===== config.mk =====
export PLATFORM = sky130hd
export DESIGN_NAME = bitop_alias_bridge
export DESIGN_NICKNAME = d
export VERILOG_FILES = /design/src/rtl/bab_pkg.sv /design/src/rtl/bab_decode.sv /design/src/rtl/bab_alu.sv /design/src/rtl/bitop_alias_bridge.sv
export SDC_FILE = /design/constraint.sdc
export NUM_CORES = 1
export LEC_CHECK = 0
export ABC_CLOCK_PERIOD_IN_PS = 2100
export BUFFER_PORTS_ARGS = -buffer_cell sky130_fd_sc_hd__buf_4
export CAP_MARGIN = 5
export CORE_UTILIZATION = 35
export DETAILED_ROUTE_END_ITERATION = 16
export MAX_ROUTING_LAYER = met4
export PLACE_DENSITY = 0.57
export SLEW_MARGIN = 20
export SYNTH_ARGS = -nofsm -noshare
export SYNTH_HDL_FRONTEND = slang
export SYNTH_SLANG_ARGS = --single-unit

===== constraint.sdc =====
create_clock -name clk -period 2.1 [get_ports clk]
set_input_delay 0.21 -clock clk [delete_from_list [all_inputs] [get_ports clk]]
set_output_delay 0.21 -clock clk [all_outputs]
set_load 0.02 [all_outputs]

===== src/rtl/bab_pkg.sv =====
package bab_pkg;

  typedef enum logic [2:0] {
    OP_PLAIN, OP_AND, OP_OR, OP_XOR, OP_INS, OP_LCLR, OP_LSET, OP_XTR
  } bab_op_e;

  typedef enum logic [2:0] {
    ST_IDLE, ST_RD, ST_CALC, ST_WR, ST_RESP
  } bab_st_e;

  localparam logic [1:0] SZ_BYTE = 2'b00;
  localparam logic [1:0] SZ_HALF = 2'b01;
  localparam logic [1:0] SZ_WORD = 2'b10;

endpackage


===== src/rtl/bab_decode.sv =====
module bab_decode
  import bab_pkg::*;
#(
  parameter logic [31:0] BASE      = 32'h4000_0000,
  parameter int          LOG_OFF_W = 20,
  parameter int          FLD_OFF_W = 19
) (
  input  logic [31:0] addr,
  input  logic        write,
  output bab_op_e     op,
  output logic [31:0] tgt,
  output logic [4:0]  pos,
  output logic [3:0]  wcode,
  output logic [4:0]  bitn
);
  localparam logic [2:0] TAG = BASE[31:29];

  logic alias_hit;
  logic [31:0] log_tgt, fld_tgt;

  assign alias_hit = (addr[31:29] == TAG) && (addr[28:26] != 3'b000);
  assign log_tgt   = BASE | {{(32-LOG_OFF_W){1'b0}}, addr[LOG_OFF_W-1:0]};
  assign fld_tgt   = BASE | {{(32-FLD_OFF_W){1'b0}}, addr[FLD_OFF_W-1:0]};
  assign pos       = addr[27:23];
  assign wcode     = addr[22:19];
  assign bitn      = addr[25:21];

  always_comb begin
    op  = OP_PLAIN;
    tgt = addr;
    if (alias_hit) begin
      if (addr[28]) begin
        op  = write ? OP_INS : OP_XTR;
        tgt = fld_tgt;
      end else begin
        tgt = log_tgt;
        unique case (addr[27:26])
          2'b01:   op = write ? OP_AND : OP_PLAIN;
          2'b10:   op = write ? OP_OR  : OP_LCLR;
          default: op = write ? OP_XOR : OP_LSET;
        endcase
      end
    end
  end
endmodule


===== src/rtl/bab_alu.sv =====
module bab_alu
  import bab_pkg::*;
#(
  parameter int DATA_W = 32
) (
  input  bab_op_e           op,
  input  logic [1:0]        size,
  input  logic [DATA_W-1:0] old,
  input  logic [DATA_W-1:0] wdata,
  input  logic [4:0]        pos,
  input  logic [3:0]        wcode,
  input  logic [4:0]        bitn,
  output logic [DATA_W-1:0] wr_val,
  output logic [DATA_W-1:0] rd_val,
  output logic              do_wr
);
  logic [DATA_W-1:0] szm, o, d, fmask, bmask, res;
  logic [DATA_W:0]   ones;

  always_comb begin
    unique case (size)
      SZ_BYTE: szm = DATA_W'(8'hFF);
      SZ_HALF: szm = DATA_W'(16'hFFFF);
      default: szm = '1;
    endcase
  end

  assign o     = old & szm;
  assign d     = wdata & szm;
  assign ones  = ({{DATA_W{1'b0}}, 1'b1} << ({1'b0, wcode} + 5'd1)) - 1'b1;
  assign fmask = (ones[DATA_W-1:0] << pos) & szm;
  assign bmask = ({{(DATA_W-1){1'b0}}, 1'b1} << bitn) & szm;
  assign do_wr = (op != OP_XTR);

  always_comb begin
    res    = o;
    rd_val = '0;
    unique case (op)
      OP_AND:  res = o & d;
      OP_OR:   res = o | d;
      OP_XOR:  res = o ^ d;
      OP_INS:  res = (o & ~fmask) | (d & fmask);
      OP_LCLR: begin res = o & ~bmask; rd_val = o; end
      OP_LSET: begin res = o | bmask;  rd_val = o; end
      OP_XTR:  rd_val = (o >> pos) & ones[DATA_W-1:0];
      default: rd_val = o;
    endcase
    wr_val = res & szm;
  end
endmodule


===== src/rtl/bitop_alias_bridge.sv =====
module bitop_alias_bridge
  import bab_pkg::*;
#(
  parameter int          DATA_W = 32,
  parameter logic [31:0] BASE   = 32'h4000_0000
) (
  input  logic              clk,
  input  logic              rst_n,
  input  logic              m_valid,
  output logic              m_ready,
  input  logic              m_write,
  input  logic [1:0]        m_size,
  input  logic [31:0]       m_addr,
  input  logic [DATA_W-1:0] m_wdata,
  output logic [DATA_W-1:0] m_rdata,
  output logic              p_valid,
  input  logic              p_ready,
  output logic              p_write,
  output logic [1:0]        p_size,
  output logic [31:0]       p_addr,
  output logic [DATA_W-1:0] p_wdata,
  input  logic [DATA_W-1:0] p_rdata
);
  logic [1:0] rst_sync_q;
  logic       rst_n_s;

  bab_st_e st_q, st_d;
  bab_op_e op_q, dec_op;
  logic [1:0]        size_q;
  logic [31:0]       tgt_q, dec_tgt;
  logic [DATA_W-1:0] wd_q, old_q, wr_q, rsp_q, alu_wr, alu_rd;
  logic [4:0]        pos_q, bn_q, dec_pos, dec_bn;
  logic [3:0]        wc_q, dec_wc;
  logic              alu_do_wr;
  logic              ld_req, ld_old, ld_res;

  // asynchronous assert, synchronous release
  always_ff @(posedge clk or negedge rst_n) begin
    if (!rst_n) rst_sync_q <= 2'b00;
    else        rst_sync_q <= {rst_sync_q[0], 1'b1};
  end
  assign rst_n_s = rst_sync_q[1];

  bab_decode #(.BASE(BASE)) u_dec (
    .addr(m_addr), .write(m_write), .op(dec_op), .tgt(dec_tgt),
    .pos(dec_pos), .wcode(dec_wc), .bitn(dec_bn)
  );

  bab_alu #(.DATA_W(DATA_W)) u_alu (
    .op(op_q), .size(size_q), .old(old_q), .wdata(wd_q),
    .pos(pos_q), .wcode(wc_q), .bitn(bn_q),
    .wr_val(alu_wr), .rd_val(alu_rd), .do_wr(alu_do_wr)
  );

  // next state and enables
  always_comb begin
    st_d   = st_q;
    ld_req = 1'b0;
    ld_old = 1'b0;
    ld_res = 1'b0;
    unique case (st_q)
      ST_IDLE: if (m_valid && dec_op != OP_PLAIN) begin
        st_d = ST_RD; ld_req = 1'b1;
      end
      ST_RD:   if (p_ready) begin st_d = ST_CALC; ld_old = 1'b1; end
      ST_CALC: begin ld_res = 1'b1; st_d = alu_do_wr ? ST_WR : ST_RESP; end
      ST_WR:   if (p_ready) st_d = ST_RESP;
      default: st_d = ST_IDLE;
    endcase
  end

  // bus outputs
  always_comb begin
    p_valid = 1'b0;
    p_write = m_write;
    p_size  = m_size;
    p_addr  = dec_tgt;
    p_wdata = m_wdata;
    m_ready = 1'b0;
    m_rdata = '0;
    unique case (st_q)
      ST_IDLE: if (dec_op == OP_PLAIN) begin
        p_valid = m_valid;
        m_ready = m_valid && p_ready;
        m_rdata = p_rdata;
      end
      ST_RD: begin
        p_valid = 1'b1; p_write = 1'b0; p_size = size_q;
        p_addr  = tgt_q; p_wdata = '0;
      end
      ST_WR: begin
        p_valid = 1'b1; p_write = 1'b1; p_size = size_q;
        p_addr  = tgt_q; p_wdata = wr_q;
      end
      ST_RESP: begin
        m_ready = 1'b1;
        m_rdata = rsp_q;
      end
      default: ;
    endcase
  end

  always_ff @(posedge clk or negedge rst_n_s) begin
    if (!rst_n_s) st_q <= ST_IDLE;
    else          st_q <= st_d;
  end

  always_ff @(posedge clk) begin
    if (ld_req) begin
      op_q   <= dec_op;
      size_q <= m_size;
      tgt_q  <= dec_tgt;
      wd_q   <= m_wdata;
      pos_q  <= dec_pos;
      wc_q   <= dec_wc;
      bn_q   <= dec_bn;
    end
  end

  always_ff @(posedge clk) begin
    if (ld_old) old_q <= p_rdata;
  end

  always_ff @(posedge clk) begin
    if (ld_res) begin
      wr_q  <= alu_wr;
      rsp_q <= alu_rd;
    end
  end
endmodule


# Yosys cells after proc, flatten, opt, wreduce, memory -nomap -nowiden
# Index checks and enable logic that the tools add are counted.
[op_classes] addsub=2 n_eq_ne=19 shift=4 mux=32 bitwise=16 reduce_logical=11
[op_table] operator="bitwise AND 32 bit" count=10
[op_table] operator="case mux 32 bit (2 select lines)" count=4
[op_table] operator="case mux 32 bit (6 select lines)" count=1
[op_table] operator="2-to-1 mux 32 bit" count=3
[op_table] operator="bitwise OR 32 bit" count=3
[op_table] operator="inverter 32 bit" count=2
[op_table] operator="left shift 1 x 5 -> 32 bit, first input constant" count=2
[op_table] operator="left shift 32 x 5 -> 32 bit" count=1
[op_table] operator="right shift 32 x 5 -> 32 bit" count=1
[op_table] operator="subtractor 32 x 1 -> 32 bit, second input constant" count=1
[op_table] operator="XOR 32 bit" count=1
[op_table] operator="2-to-1 mux 3 bit" count=8
[op_table] operator="2-to-1 mux 20 bit" count=1
[op_table] operator="equality test 3 x 2 -> 1 bit, second input constant" count=5
[op_table] operator="equality test 3 bit, second input constant" count=5
[op_table] operator="case mux 3 bit (4 select lines)" count=1
[op_table] operator="2-to-1 mux 1 bit" count=8
[op_table] operator="equality test 3 x 1 -> 1 bit, second input constant" count=2
[op_table] operator="zero test 3 bit" count=2
[op_table] operator="inequality test 2 bit, second input constant" count=3
[op_table] operator="case mux 1 bit (2 select lines)" count=3
[op_table] operator="case mux 3 bit (2 select lines)" count=1
[op_table] operator="nonzero test 3 bit" count=2
[op_table] operator="adder 4 x 1 -> 5 bit, second input constant" count=1
[op_table] operator="other kinds (9)" count=13
[totals] register_bits=184 output_inout_bits=101 word_cells=96

# Logic depth before layout (Yosys ltp)
# Gate-level depths: netlist of the first run.
[logic_depth] depth_word=10 mapped_depth=14

# Cells and area by module
# From an unflattened synthesis of the first run, not the netlist that was laid out.
[unflattened] hier_cells=1566 hier_area_um2=14107.3
[by_module_without_submodules] module="bab_alu" instances=1 cells_per_inst=1169 area_each_um2=6857.8 seq_area_each_um2=0.0
[by_module_without_submodules] module="bitop_alias_bridge" instances=1 cells_per_inst=328 area_each_um2=6732.7 seq_area_each_um2=5500.3
[by_module_without_submodules] module="bab_decode" instances=1 cells_per_inst=69 area_each_um2=516.7 seq_area_each_um2=0.0

# Least setup slack after synthesis of the first run
# No wires, ideal clock.
[synth_timing] path_kind="input to register" from="input port m_addr[26]" to="register bn_q[0] (enable)" t_arrival_ns=8.391 required_time_ns=1.394 slack_ns=-6.998 path_stages=6 n_path_buf=0 cell_sequence="inv_1 ha_1 nor2b_1 a31oi_1 nand2_1 nor4_1"
[synth_via] elab_chain_cells=8 word_cells_on_any_way=11
[synth_lines] element="start: declaration" line="bitop_alias_bridge.sv:13" source="input logic [31:0] m_addr,"
[synth_lines] element="equality test 2 bit / equality test 2 x 1 -> 1 bit (equally long branches)" line="bab_decode.sv:37" source="unique case (addr[27:26])"
[synth_lines] element="case mux 3 bit (2 select lines)" line="bab_decode.sv:37"
[synth_lines] element="2-to-1 mux 3 bit" line="bab_decode.sv:32" source="if (addr[28]) begin"
[synth_lines] element="2-to-1 mux 3 bit *" line="bab_decode.sv:31" source="if (alias_hit) begin"
[synth_lines] element="nonzero test 3 bit *" line="bitop_alias_bridge.sv:62" source="ST_IDLE: if (m_valid && dec_op != OP_PLAIN) begin"
[synth_lines] element="logical AND 1 bit *" line="bitop_alias_bridge.sv:62"
[synth_lines] element="2-to-1 mux 1 bit *" line="bitop_alias_bridge.sv:62"
[synth_lines] element="2-to-1 mux 1 bit *" line="bitop_alias_bridge.sv:61" source="unique case (st_q)"
[synth_lines] element="via ld_req" line="bitop_alias_bridge.sv:35" source="logic ld_req, ld_old, ld_res;"
[synth_lines] element="end signal: assignment" line="bitop_alias_bridge.sv:116" source="bn_q <= dec_bn;"
[synth_lines] element="end: declaration" line="bitop_alias_bridge.sv:32" source="logic [4:0] pos_q, bn_q, dec_pos, dec_bn;"
# The timed path passes the listed nets; every way through them passes the cells marked *.
# A chain may end at the register's enable or synchronous reset.

# Final worst setup path of the first run
[layout_timing] from="register bn_q[1]" to="register wr_q[25] (data pin)"
[layout_via] elab_chain_cells=6 word_cells_on_any_way=7
[layout_lines] element="left shift 1 x 5 -> 32 bit *" line="bab_alu.sv:32" source="assign bmask = ({{(DATA_W-1){1'b0}}, 1'b1} << bitn) & szm;"
[layout_lines] element="bitwise AND 32 bit *" line="bab_alu.sv:32"
[layout_lines] element="inverter 32 bit" line="bab_alu.sv:43" source="OP_LCLR: begin res = o & ~bmask; rd_val = o; end"
[layout_lines] element="bitwise AND 32 bit" line="bab_alu.sv:43"
[layout_lines] element="case mux 32 bit (6 select lines) *" line="bab_alu.sv:38" source="unique case (op)"
[layout_lines] element="bitwise AND 32 bit *" line="bab_alu.sv:48" source="wr_val = res & szm;"
[layout_lines] element="via alu_wr[25]" line="bitop_alias_bridge.sv:31" source="logic [DATA_W-1:0] wd_q, old_q, wr_q, rsp_q, alu_wr, alu_rd;"
[layout_lines] element="end signal: assignment" line="bitop_alias_bridge.sv:126" source="wr_q <= alu_wr;"
[layout_lines] element="end: declaration" line="bitop_alias_bridge.sv:31"
# Marked as above.

==> results of run 1 <==
==> routing by layer <==
metal  vias to the layer above  global-route usage  routed length [um]
li1                       7554                   -                   -
met1                      8675              0.5428               34650
met2                      1049              0.6043               36830
met3                       174             0.09674                8809
met4                         0              0.1726                3915
met5                         -                   -                   0
==> through the flow <==
stage	setup WS (ns)	setup TNS [ns]
4_1_cts	-1.033	-45.52
5_1_grt	-1.167	-53.60
3_3_place_gp	-1.060	-41.05
3_5_place_dp	-1.095	-42.88
2_1_floorplan	-1.696	-146.84
6_report	-1.091	-44.74
==> power by group through the flow <==
| stage | combinational [mW] | sequential (mW) | clock [mW] |
|---|---|---|---|
| 2_1_floorplan | 3.80 | 4.95 | 0 |
| 3_3_place_gp | 7.12 | 5.17 | 0 |
| 3_5_place_dp | 7.19 | 5.18 | 0 |
| 4_1_cts | 9.48 | 5.09 | 3.27 |
| 5_1_grt | 10.9 | 5.14 | 3.34 |
| 6_report | 10.6 | 5.12 | 3.23 |
==> kinds of logic (layout without fill, tap and decap cells) <==
kind of cell,count (synthesis),in the layout,synth area share
AO/OA/AOI/OAI,551,551,0.2845
AND/OR/NAND/NOR,539,539,0.1832
buffers and inverters,182,935,0.05403
flip-flops,179,179,0.3825
multiplexers,83,83,0.07613
XOR/XNOR,18,18,0.01127
adder cells (fa/ha/maj),9,9,0.008052
other,1,6,0.0002681
==> cell usage after synthesis (6+ instances only) <==
master,count
sky130_fd_sc_hd__a2111oi_0,7
sky130_fd_sc_hd__a211o_1,10
sky130_fd_sc_hd__a211oi_1,24
sky130_fd_sc_hd__a21boi_0,6
sky130_fd_sc_hd__a21o_1,11
sky130_fd_sc_hd__a21oi_1,86
sky130_fd_sc_hd__a221oi_1,18
sky130_fd_sc_hd__a22o_1,71
sky130_fd_sc_hd__a22oi_1,26
sky130_fd_sc_hd__a2bb2oi_1,7
sky130_fd_sc_hd__a31oi_1,22
sky130_fd_sc_hd__a32o_1,7
sky130_fd_sc_hd__and2_1,17
sky130_fd_sc_hd__and3_1,11
sky130_fd_sc_hd__buf_1,18
sky130_fd_sc_hd__buf_2,24
sky130_fd_sc_hd__buf_4,7
sky130_fd_sc_hd__clkbuf_1,98
sky130_fd_sc_hd__edfxtp_1,174
sky130_fd_sc_hd__ha_1,9
sky130_fd_sc_hd__inv_1,26
sky130_fd_sc_hd__mux2_2,46
sky130_fd_sc_hd__mux2i_1,22
sky130_fd_sc_hd__mux4_2,14
sky130_fd_sc_hd__nand2_1,220
sky130_fd_sc_hd__nand2b_1,14
sky130_fd_sc_hd__nand3_1,37
sky130_fd_sc_hd__nand4_1,8
sky130_fd_sc_hd__nor2_1,118
sky130_fd_sc_hd__nor2b_1,18
sky130_fd_sc_hd__nor3_1,29
sky130_fd_sc_hd__nor3b_1,6
sky130_fd_sc_hd__nor4_1,13
sky130_fd_sc_hd__o2111ai_1,16
sky130_fd_sc_hd__o211ai_1,19
sky130_fd_sc_hd__o21a_1,18
sky130_fd_sc_hd__o21ai_0,88
sky130_fd_sc_hd__o221ai_1,18
sky130_fd_sc_hd__o22ai_1,19
sky130_fd_sc_hd__o31ai_1,11
sky130_fd_sc_hd__o32ai_1,7
sky130_fd_sc_hd__or2_2,6
sky130_fd_sc_hd__or3_1,9
sky130_fd_sc_hd__xor2_1,16
==> worst max-delay path, cell delays in order (launching register included) <==
cell	delay, ns
sky130_fd_sc_hd__edfxtp_1	0.43
sky130_fd_sc_hd__nor4_4	0.33
sky130_fd_sc_hd__inv_2	0.09
sky130_fd_sc_hd__ha_4	0.21
sky130_fd_sc_hd__buf_6	0.14
sky130_fd_sc_hd__and3_4	0.14
sky130_fd_sc_hd__a211o_1	0.31
sky130_fd_sc_hd__a21o_1	0.17
sky130_fd_sc_hd__mux4_2	0.56
sky130_fd_sc_hd__o211ai_1	0.31
sky130_fd_sc_hd__a21o_1	0.17
sky130_fd_sc_hd__a22oi_2	0.07
==> layout make-up <==
class	count	area (sq um)	area share
clock inverters	12	100.1	0.004044
inverters	32	151.4	0.006116
multi-input cells	1202	9804	0.3961
well taps	518	648.1	0.02618
clock buffers	20	436.7	0.01764
repair buffers	871	8249	0.3333
diodes	4	10.01	0.0004044
flip-flops and latches	179	5353	0.2162
==> what timing repair did <==
action | in CTS | in global routing
resized for setup | 344 | 237
pin swaps | 92 | 111
cloned | 13 | 7
setup endpoints to repair | 157 | 147
setup buffers | 80 | 23
hold buffers | 99 | 0
endpoints found under the hold margin | 104 | 0
==> state kept, by name, indices dropped and copies added, names as in the netlist <==
| name | cells |
|---|---|
| tgt_q | 32 |
| rsp_q | 32 |
| old_q | 32 |
| bn_q | 2 |
| st_q | 3 |
| wc_q | 2 |
| pos_q | 5 |
| wd_q | 32 |
| size_q | 2 |
| wr_q | 32 |
| op_q | 3 |
| rst_sync_q | 2 |
==> worst paths after layout <==
check / to / cells past startpoint / slack [ns]
worst max-delay path: wr_q[25]$_DFFE_PN_ / 11 / -1.09
min in group clk: tgt_q[26]$_DFFE_PP_ / 2 / 0.09
worst max register to register: wr_q[25]$_DFFE_PN_ / 11 / -1.09
max in group asynchronous: st_q[0]$_DFFE_PN0P_ / 0 / 1.89
worst min-delay path: rst_sync_q[0]$_DFF_PN0_ / 2 / 0.03
worst min register to register: st_q[1]$_DFFE_PN0P_ / 0 / 0.04
==> flow_results.xml, run 1 <==
<?xml version="1.0" encoding="UTF-8"?>
<metrics>
  <group name="timing">
    <metric name="final_hold_viol_count" unit="">0</metric>
    <metric name="fin_crit_sh" unit="">1.520</metric>
    <metric name="min_period" unit="ns">3.191</metric>
    <metric name="setup_repair_after_global_routing_missed_its_margin" unit="">yes</metric>
    <metric name="worst_slew_margin_rel" unit="">0.6079</metric>
    <metric name="finalMaxSlewViolations" unit="">0</metric>
    <metric name="postLayoutSetupSlackWorst" unit="ns">-1.091</metric>
    <metric name="fin_skew" unit="ns">0.01986</metric>
    <metric name="setup_viol" unit="">145</metric>
    <metric name="timing_worst_slew_pin_value" unit="ns">0.5882</metric>
    <metric name="hold_slack" unit="ns">0.03280</metric>
    <metric name="fmax" unit="GHz">0.3134</metric>
  </group>
  <group name="place">
    <metric name="dp.cells" unit="">2605</metric>
    <metric name="gpl.final_weighted_congestion" unit="">1.042</metric>
    <metric name="portBuffers" unit="">203</metric>
    <metric name="post-dp-hpwl" unit="mm">58.90</metric>
    <metric name="post_dp_cell_area" unit="sq um">19940</metric>
  </group>
  <group name="finish">
    <metric name="post_route_cells_drive_above_1_share" unit="">0.5047</metric>
    <metric name="final.fill_count" unit="">3172</metric>
    <metric name="top_library_cells_by_usage_in_the_layout_fill_and_taps_aside" unit="">543 x sky130_fd_sc_hd__buf_4, 174 x sky130_fd_sc_hd__edfxtp_1, 163 x sky130_fd_sc_hd__nand2_1, 163 x sky130_fd_sc_hd__buf_6, 99 x sky130_fd_sc_hd__dlygate4sd3_1</metric>
    <metric name="instances_no_fill" unit="">2838</metric>
    <metric name="syn2layout_area_growth" unit="%">76.98</metric>
    <metric name="nets" unit="">2415</metric>
    <metric name="final_cell_area" unit="sq um">24750</metric>
    <metric name="post_layout_utilization_of_the_core" unit="">0.6346</metric>
    <metric name="layout_commonest_cell" unit="">sky130_fd_sc_hd__buf_4</metric>
  </group>
  <group name="pwr">
    <metric name="power.leakage" unit="nW">10.05</metric>
    <metric name="powerDensity" unit="nW/um^2">764.8</metric>
    <metric name="worst_case_vdd_ir_drop" unit="V">0.001266</metric>
    <metric name="part_of_the_total_power_dissipated_in_combinational_logic" unit="">0.559</metric>
    <metric name="share_seq_of_total_power" unit="">0.271</metric>
    <metric name="internal-power" unit="mW">11.25</metric>
    <metric name="power.switching" unit="mW">7.681</metric>
    <metric name="overall_power" unit="mW">18.93</metric>
    <metric name="power_frac_clock" unit="">0.170</metric>
    <metric name="sw_ratio" unit="">0.4057</metric>
  </group>
  <group name="routing">
    <metric name="drc" unit="">0</metric>
    <metric name="drt-initial-drc-count" unit="">2118</metric>
    <metric name="post_drt_wl_per_cell" unit="um">29.67</metric>
    <metric name="ratio_of_routed_vias_to_standard_cells" unit="">6.149</metric>
    <metric name="route.antenna.remaining_nets" unit="">0</metric>
    <metric name="dr_total_vias" unit="">17452</metric>
    <metric name="drt-total-wl" unit="mm">84.20</metric>
    <metric name="dr.pass1.iters" unit="">6</metric>
  </group>
  <group name="global_routing">
    <metric name="grt_use_total" unit="">0.4123</metric>
    <metric name="globalRoute.totalOverflow" unit="">0</metric>
    <metric name="grt_first_pass_wirelength" unit="mm">117.2</metric>
    <metric name="vias_in_the_first_global_route" unit="">16696</metric>
    <metric name="maximum_number_of_pins_on_one_net_before_global_route_repair" unit="">61</metric>
    <metric name="antenna_violations_before_repair" unit="">3</metric>
  </group>
  <group name="logic_synthesis">
    <metric name="synth.ff_latch_count" unit="">179</metric>
    <metric name="synth_cells" unit="">1562</metric>
    <metric name="post_synth.cell_area_avg" unit="sq um">8.954</metric>
    <metric name="synth.yosys.seq_area_share" unit="">0.3825</metric>
    <metric name="synth_top_area_frac" unit="">0.3736</metric>
    <metric name="synth_cell_type_count" unit="">92</metric>
    <metric name="yosys-top-cells-area" unit="">sky130_fd_sc_hd__edfxtp_1 37%, sky130_fd_sc_hd__nand2_1 5.9%, sky130_fd_sc_hd__a22o_1 4.4%</metric>
    <metric name="synth_enable_flop_cells" unit="">174</metric>
    <metric name="syn-cell-area" unit="sq um">13990</metric>
    <metric name="ys_dominant_reg_cell" unit="">sky130_fd_sc_hd__edfxtp_1</metric>
    <metric name="async_reset_ff_frac" unit="">0.02793</metric>
    <metric name="yosys.area.top_type" unit="">sky130_fd_sc_hd__edfxtp_1</metric>
    <metric name="synth_warnings" unit="">0</metric>
  </group>
  <group name="setup_path">
    <metric name="worstPathMaxFanout" unit="">7</metric>
    <metric name="setup.worst_path.class" unit="">reg -&gt; reg</metric>
    <metric name="rr_startpoint" unit="">bn_q[1]$_DFFE_PP_</metric>
    <metric name="critical_path_arrival" unit="ns">3.45</metric>
    <metric name="cp-start-kind" unit="">flip-flop</metric>
    <metric name="cp-end-kind" unit="">flip-flop</metric>
    <metric name="critical_path_startpoint" unit="">bn_q[1]$_DFFE_PP_</metric>
    <metric name="required" unit="ns">2.35</metric>
  </group>
  <group name="clock_network">
    <metric name="clk_latency" unit="ns">0.51</metric>
    <metric name="cts_htree_levels" unit="">4</metric>
    <metric name="post_cts_clock_slew_at_the_launch_and_capture_registers_of_the_worst_setup_and_hold_paths" unit="ns">0.07</metric>
    <metric name="cts_tree" unit="">yes</metric>
    <metric name="ctsLongestPathBuffers" unit="">2</metric>
    <metric name="cts_inserted_buffers" unit="">17</metric>
    <metric name="cts_num_sinks" unit="">179</metric>
    <metric name="ctsRootBufferMaster" unit="">sky130_fd_sc_hd__clkbuf_16</metric>
  </group>
  <group name="floorplanning">
    <metric name="die_width" unit="um">201.9</metric>
    <metric name="pin_count" unit="">204</metric>
    <metric name="die_h" unit="um">201.9</metric>
    <metric name="floorplan.die_area" unit="sq um">40760</metric>
    <metric name="floorplan.core_area" unit="sq um">39010</metric>
    <metric name="starting_density_of_the_core" unit="">0.3585</metric>
    <metric name="std_cell_rows" unit="">72</metric>
  </group>
  <group name="run">
    <metric name="cap_violations" unit="">0</metric>
  </group>
  <group name="hold_path">
    <metric name="hold_path_class" unit="">in -&gt; async</metric>
  </group>
  <group name="run_status">
    <metric name="violated_checks" unit="">negative setup slack</metric>
    <metric name="status" unit="">finished with violations</metric>
  </group>
</metrics>
Power figures use the tool's default switching activity.
==> run 2, diff against run 1 <==
--- a/config.mk
+++ b/config.mk
@@ -6,7 +6,7 @@
 export NUM_CORES = 1
 export LEC_CHECK = 0
 export ABC_CLOCK_PERIOD_IN_PS = 2100
-export BUFFER_PORTS_ARGS = -buffer_cell sky130_fd_sc_hd__buf_4
+export BUFFER_PORTS_ARGS = -buffer_cell sky130_fd_sc_hd__buf_2
 export CAP_MARGIN = 5
 export CORE_UTILIZATION = 35
 export DETAILED_ROUTE_END_ITERATION = 16
==> flow_results.xml, run 2 (synthesis gave the netlist of run 1 again) <==
<?xml version="1.0" encoding="UTF-8"?>
<metrics>
  <group name="routing">
    <metric name="drt-total-wl" unit="mm">82.84</metric>
    <metric name="drt-initial-drc-count" unit="">2058</metric>
    <metric name="dr_total_vias" unit="">17385</metric>
    <metric name="post_drt_wl_per_cell" unit="um">29.26</metric>
    <metric name="ratio_of_routed_vias_to_standard_cells" unit="">6.141</metric>
    <metric name="dr.pass1.iters" unit="">6</metric>
    <metric name="drc" unit="">0</metric>
    <metric name="route.antenna.remaining_nets" unit="">0</metric>
  </group>
  <group name="run_status">
    <metric name="status" unit="">finished with violations</metric>
    <metric name="violated_checks" unit="">negative setup slack</metric>
  </group>
  <group name="floorplanning">
    <metric name="floorplan.die_area" unit="sq um">40760</metric>
    <metric name="floorplan.core_area" unit="sq um">39010</metric>
    <metric name="starting_density_of_the_core" unit="">0.3585</metric>
    <metric name="die_width" unit="um">201.9</metric>
    <metric name="die_h" unit="um">201.9</metric>
    <metric name="pin_count" unit="">204</metric>
    <metric name="std_cell_rows" unit="">72</metric>
  </group>
  <group name="global_routing">
    <metric name="vias_in_the_first_global_route" unit="">16446</metric>
    <metric name="grt_use_total" unit="">0.4033</metric>
    <metric name="antenna_violations_before_repair" unit="">1</metric>
    <metric name="globalRoute.totalOverflow" unit="">0</metric>
    <metric name="maximum_number_of_pins_on_one_net_before_global_route_repair" unit="">65</metric>
    <metric name="grt_first_pass_wirelength" unit="mm">115.1</metric>
  </group>
  <group name="timing">
    <metric name="timing_worst_slew_pin_value" unit="ns">0.5615</metric>
    <metric name="hold_slack" unit="ns">0.02655</metric>
    <metric name="setup_repair_after_global_routing_missed_its_margin" unit="">yes</metric>
    <metric name="postLayoutSetupSlackWorst" unit="ns">-1.065</metric>
    <metric name="fin_crit_sh" unit="">1.507</metric>
    <metric name="fmax" unit="GHz">0.3160</metric>
    <metric name="setup_viol" unit="">161</metric>
    <metric name="fin_skew" unit="ns">0.01233</metric>
    <metric name="worst_slew_margin_rel" unit="">0.6248</metric>
    <metric name="final_hold_viol_count" unit="">0</metric>
    <metric name="fin_setup_tns" unit="ns">-51.98</metric>
    <metric name="min_period" unit="ns">3.165</metric>
    <metric name="finalMaxSlewViolations" unit="">0</metric>
  </group>
  <group name="clock_network">
    <metric name="clk_latency" unit="ns">0.52</metric>
    <metric name="cts_htree_levels" unit="">4</metric>
    <metric name="post_cts_clock_slew_at_the_launch_and_capture_registers_of_the_worst_setup_and_hold_paths" unit="ns">0.08</metric>
    <metric name="cts_tree" unit="">yes</metric>
    <metric name="ctsLongestPathBuffers" unit="">2</metric>
    <metric name="cts_inserted_buffers" unit="">17</metric>
    <metric name="ctsRootBufferMaster" unit="">sky130_fd_sc_hd__clkbuf_16</metric>
    <metric name="cts_num_sinks" unit="">179</metric>
  </group>
  <group name="finish">
    <metric name="final.fill_count" unit="">3151</metric>
    <metric name="post_route_cells_drive_above_1_share" unit="">0.5091</metric>
    <metric name="top_library_cells_by_usage_in_the_layout_fill_and_taps_aside" unit="">424 x sky130_fd_sc_hd__buf_4, 174 x sky130_fd_sc_hd__edfxtp_1, 172 x sky130_fd_sc_hd__buf_6</metric>
    <metric name="syn2layout_area_growth" unit="%">77.11</metric>
    <metric name="layout_commonest_cell" unit="">sky130_fd_sc_hd__buf_4</metric>
    <metric name="nets" unit="">2411</metric>
    <metric name="post_layout_utilization_of_the_core" unit="">0.6350</metric>
  </group>
  <group name="setup_path">
    <metric name="required" unit="ns">2.37</metric>
    <metric name="ff2ff_setup_slack" unit="ns">-1.06</metric>
    <metric name="cp-end-kind" unit="">flip-flop</metric>
    <metric name="worstPathMaxFanout" unit="">5</metric>
    <metric name="critical_path_arrival" unit="ns">3.44</metric>
    <metric name="cp-start-kind" unit="">flip-flop</metric>
    <metric name="setup.worst_path.class" unit="">reg -&gt; reg</metric>
  </group>
  <group name="place">
    <metric name="post-dp-hpwl" unit="mm">57.57</metric>
    <metric name="post-place-ws" unit="ns">-1.091</metric>
    <metric name="gpl.final_weighted_congestion" unit="">1.046</metric>
    <metric name="portBuffers" unit="">203</metric>
  </group>
  <group name="hold_path">
    <metric name="hold_path_class" unit="">in -&gt; reg</metric>
  </group>
  <group name="run">
    <metric name="cap_violations" unit="">0</metric>
  </group>
  <group name="pwr">
    <metric name="overall_power" unit="mW">19.19</metric>
    <metric name="worst_case_vdd_ir_drop" unit="V">0.0009888</metric>
    <metric name="power.leakage" unit="nW">10.10</metric>
    <metric name="powerDensity" unit="nW/um^2">774.8</metric>
  </group>
</metrics>
==> run 2: changes by cell type in the layout (fill, tap and decap cells not counted), sizes merged, moves of 2 or more <==
cell / before / now
bufbuf: 0 / 2
inv: 32 / 35
buf: 767 / 762
diode: 4 / 1
clkinv: 8 / 5
==> run 2: report_power, final <==
part	total, mW	internal (mW)	switching, mW
logic	10.6	5.09	5.48
clock network	3.52	1.77	1.75
registers	5.10	4.70	0.400
total	19.2	11.6	7.63
==> run 2: stage by stage <==
| step | std cells | cell area [sq um] |
|---|---|---|
| global route | 2831 | 24770 |
| detailed placement | 2592 | 19310 |
| global placement | 2592 | 19310 |
| floorplan | 1563 | 14690 |
| finish | 2831 | 24770 |
| CTS | 2797 | 23450 |
==> run 2: path summary, 6_finish.rpt <==
check	cells past startpoint	from	to
setup / recovery	12	wc_q[1]$_DFFE_PP_	wr_q[3]$_DFFE_PN_
hold / removal	2	m_addr[26]	pos_q[3]$_DFFE_PP_
setup reg to reg	12	wc_q[1]$_DFFE_PP_	wr_q[3]$_DFFE_PN_
hold reg to reg	0	rst_sync_q[1]$_DFF_PN0_	st_q[1]$_DFFE_PN0P_
max in group asynchronous	3	rst_n	rst_sync_q[0]$_DFF_PN0_
min in group asynchronous	0	rst_sync_q[1]$_DFF_PN0_	st_q[1]$_DFFE_PN0P_
==> run 2: area by class of cell <==
cell class / instances / area (sq um) / area share
flip-flops and latches: 179 / 5353 / 0.2161
multi-input cells: 1203 / 9933 / 0.4010
clock buffers: 20 / 466.7 / 0.01884
inverters: 32 / 143.9 / 0.005809
diodes: 1 / 2.502 / 0.0001010
repair buffers: 866 / 8088 / 0.3265
clock inverters: 12 / 135.1 / 0.005455
well taps: 518 / 648.1 / 0.02617
==> run 2: critical path, cell delays in order, from the launching register on <==
cell	delay [ns]
sky130_fd_sc_hd__edfxtp_1	0.44
sky130_fd_sc_hd__nor4_4	0.32
sky130_fd_sc_hd__inv_2	0.08
sky130_fd_sc_hd__ha_4	0.19
sky130_fd_sc_hd__buf_6	0.12
sky130_fd_sc_hd__and2_4	0.15
sky130_fd_sc_hd__a22o_1	0.20
sky130_fd_sc_hd__or2_4	0.27
sky130_fd_sc_hd__o211ai_1	0.18
sky130_fd_sc_hd__buf_4	0.18
sky130_fd_sc_hd__mux2_4	0.31
sky130_fd_sc_hd__a222oi_1	0.38
sky130_fd_sc_hd__o21ai_1	0.10
==> run 2: timing repair <==
action,4_1_cts,5_1_grt
endpoints found under the setup margin,165,165
hold endpoints to repair,99,0
resized for setup,414,298
pin swaps,142,143
buffers inserted,73,39
gates cloned,13,7
hold buffers,98,0
==> run 2: metal layers <==
layer	GRT usage	share of wire	up-vias
li1	-	-	7555
met1	0.5287	0.41	8568
met2	0.5876	0.43	1052
met3	0.1006	0.11	210
met4	0.1726	0.053	0
met5	-	0	-
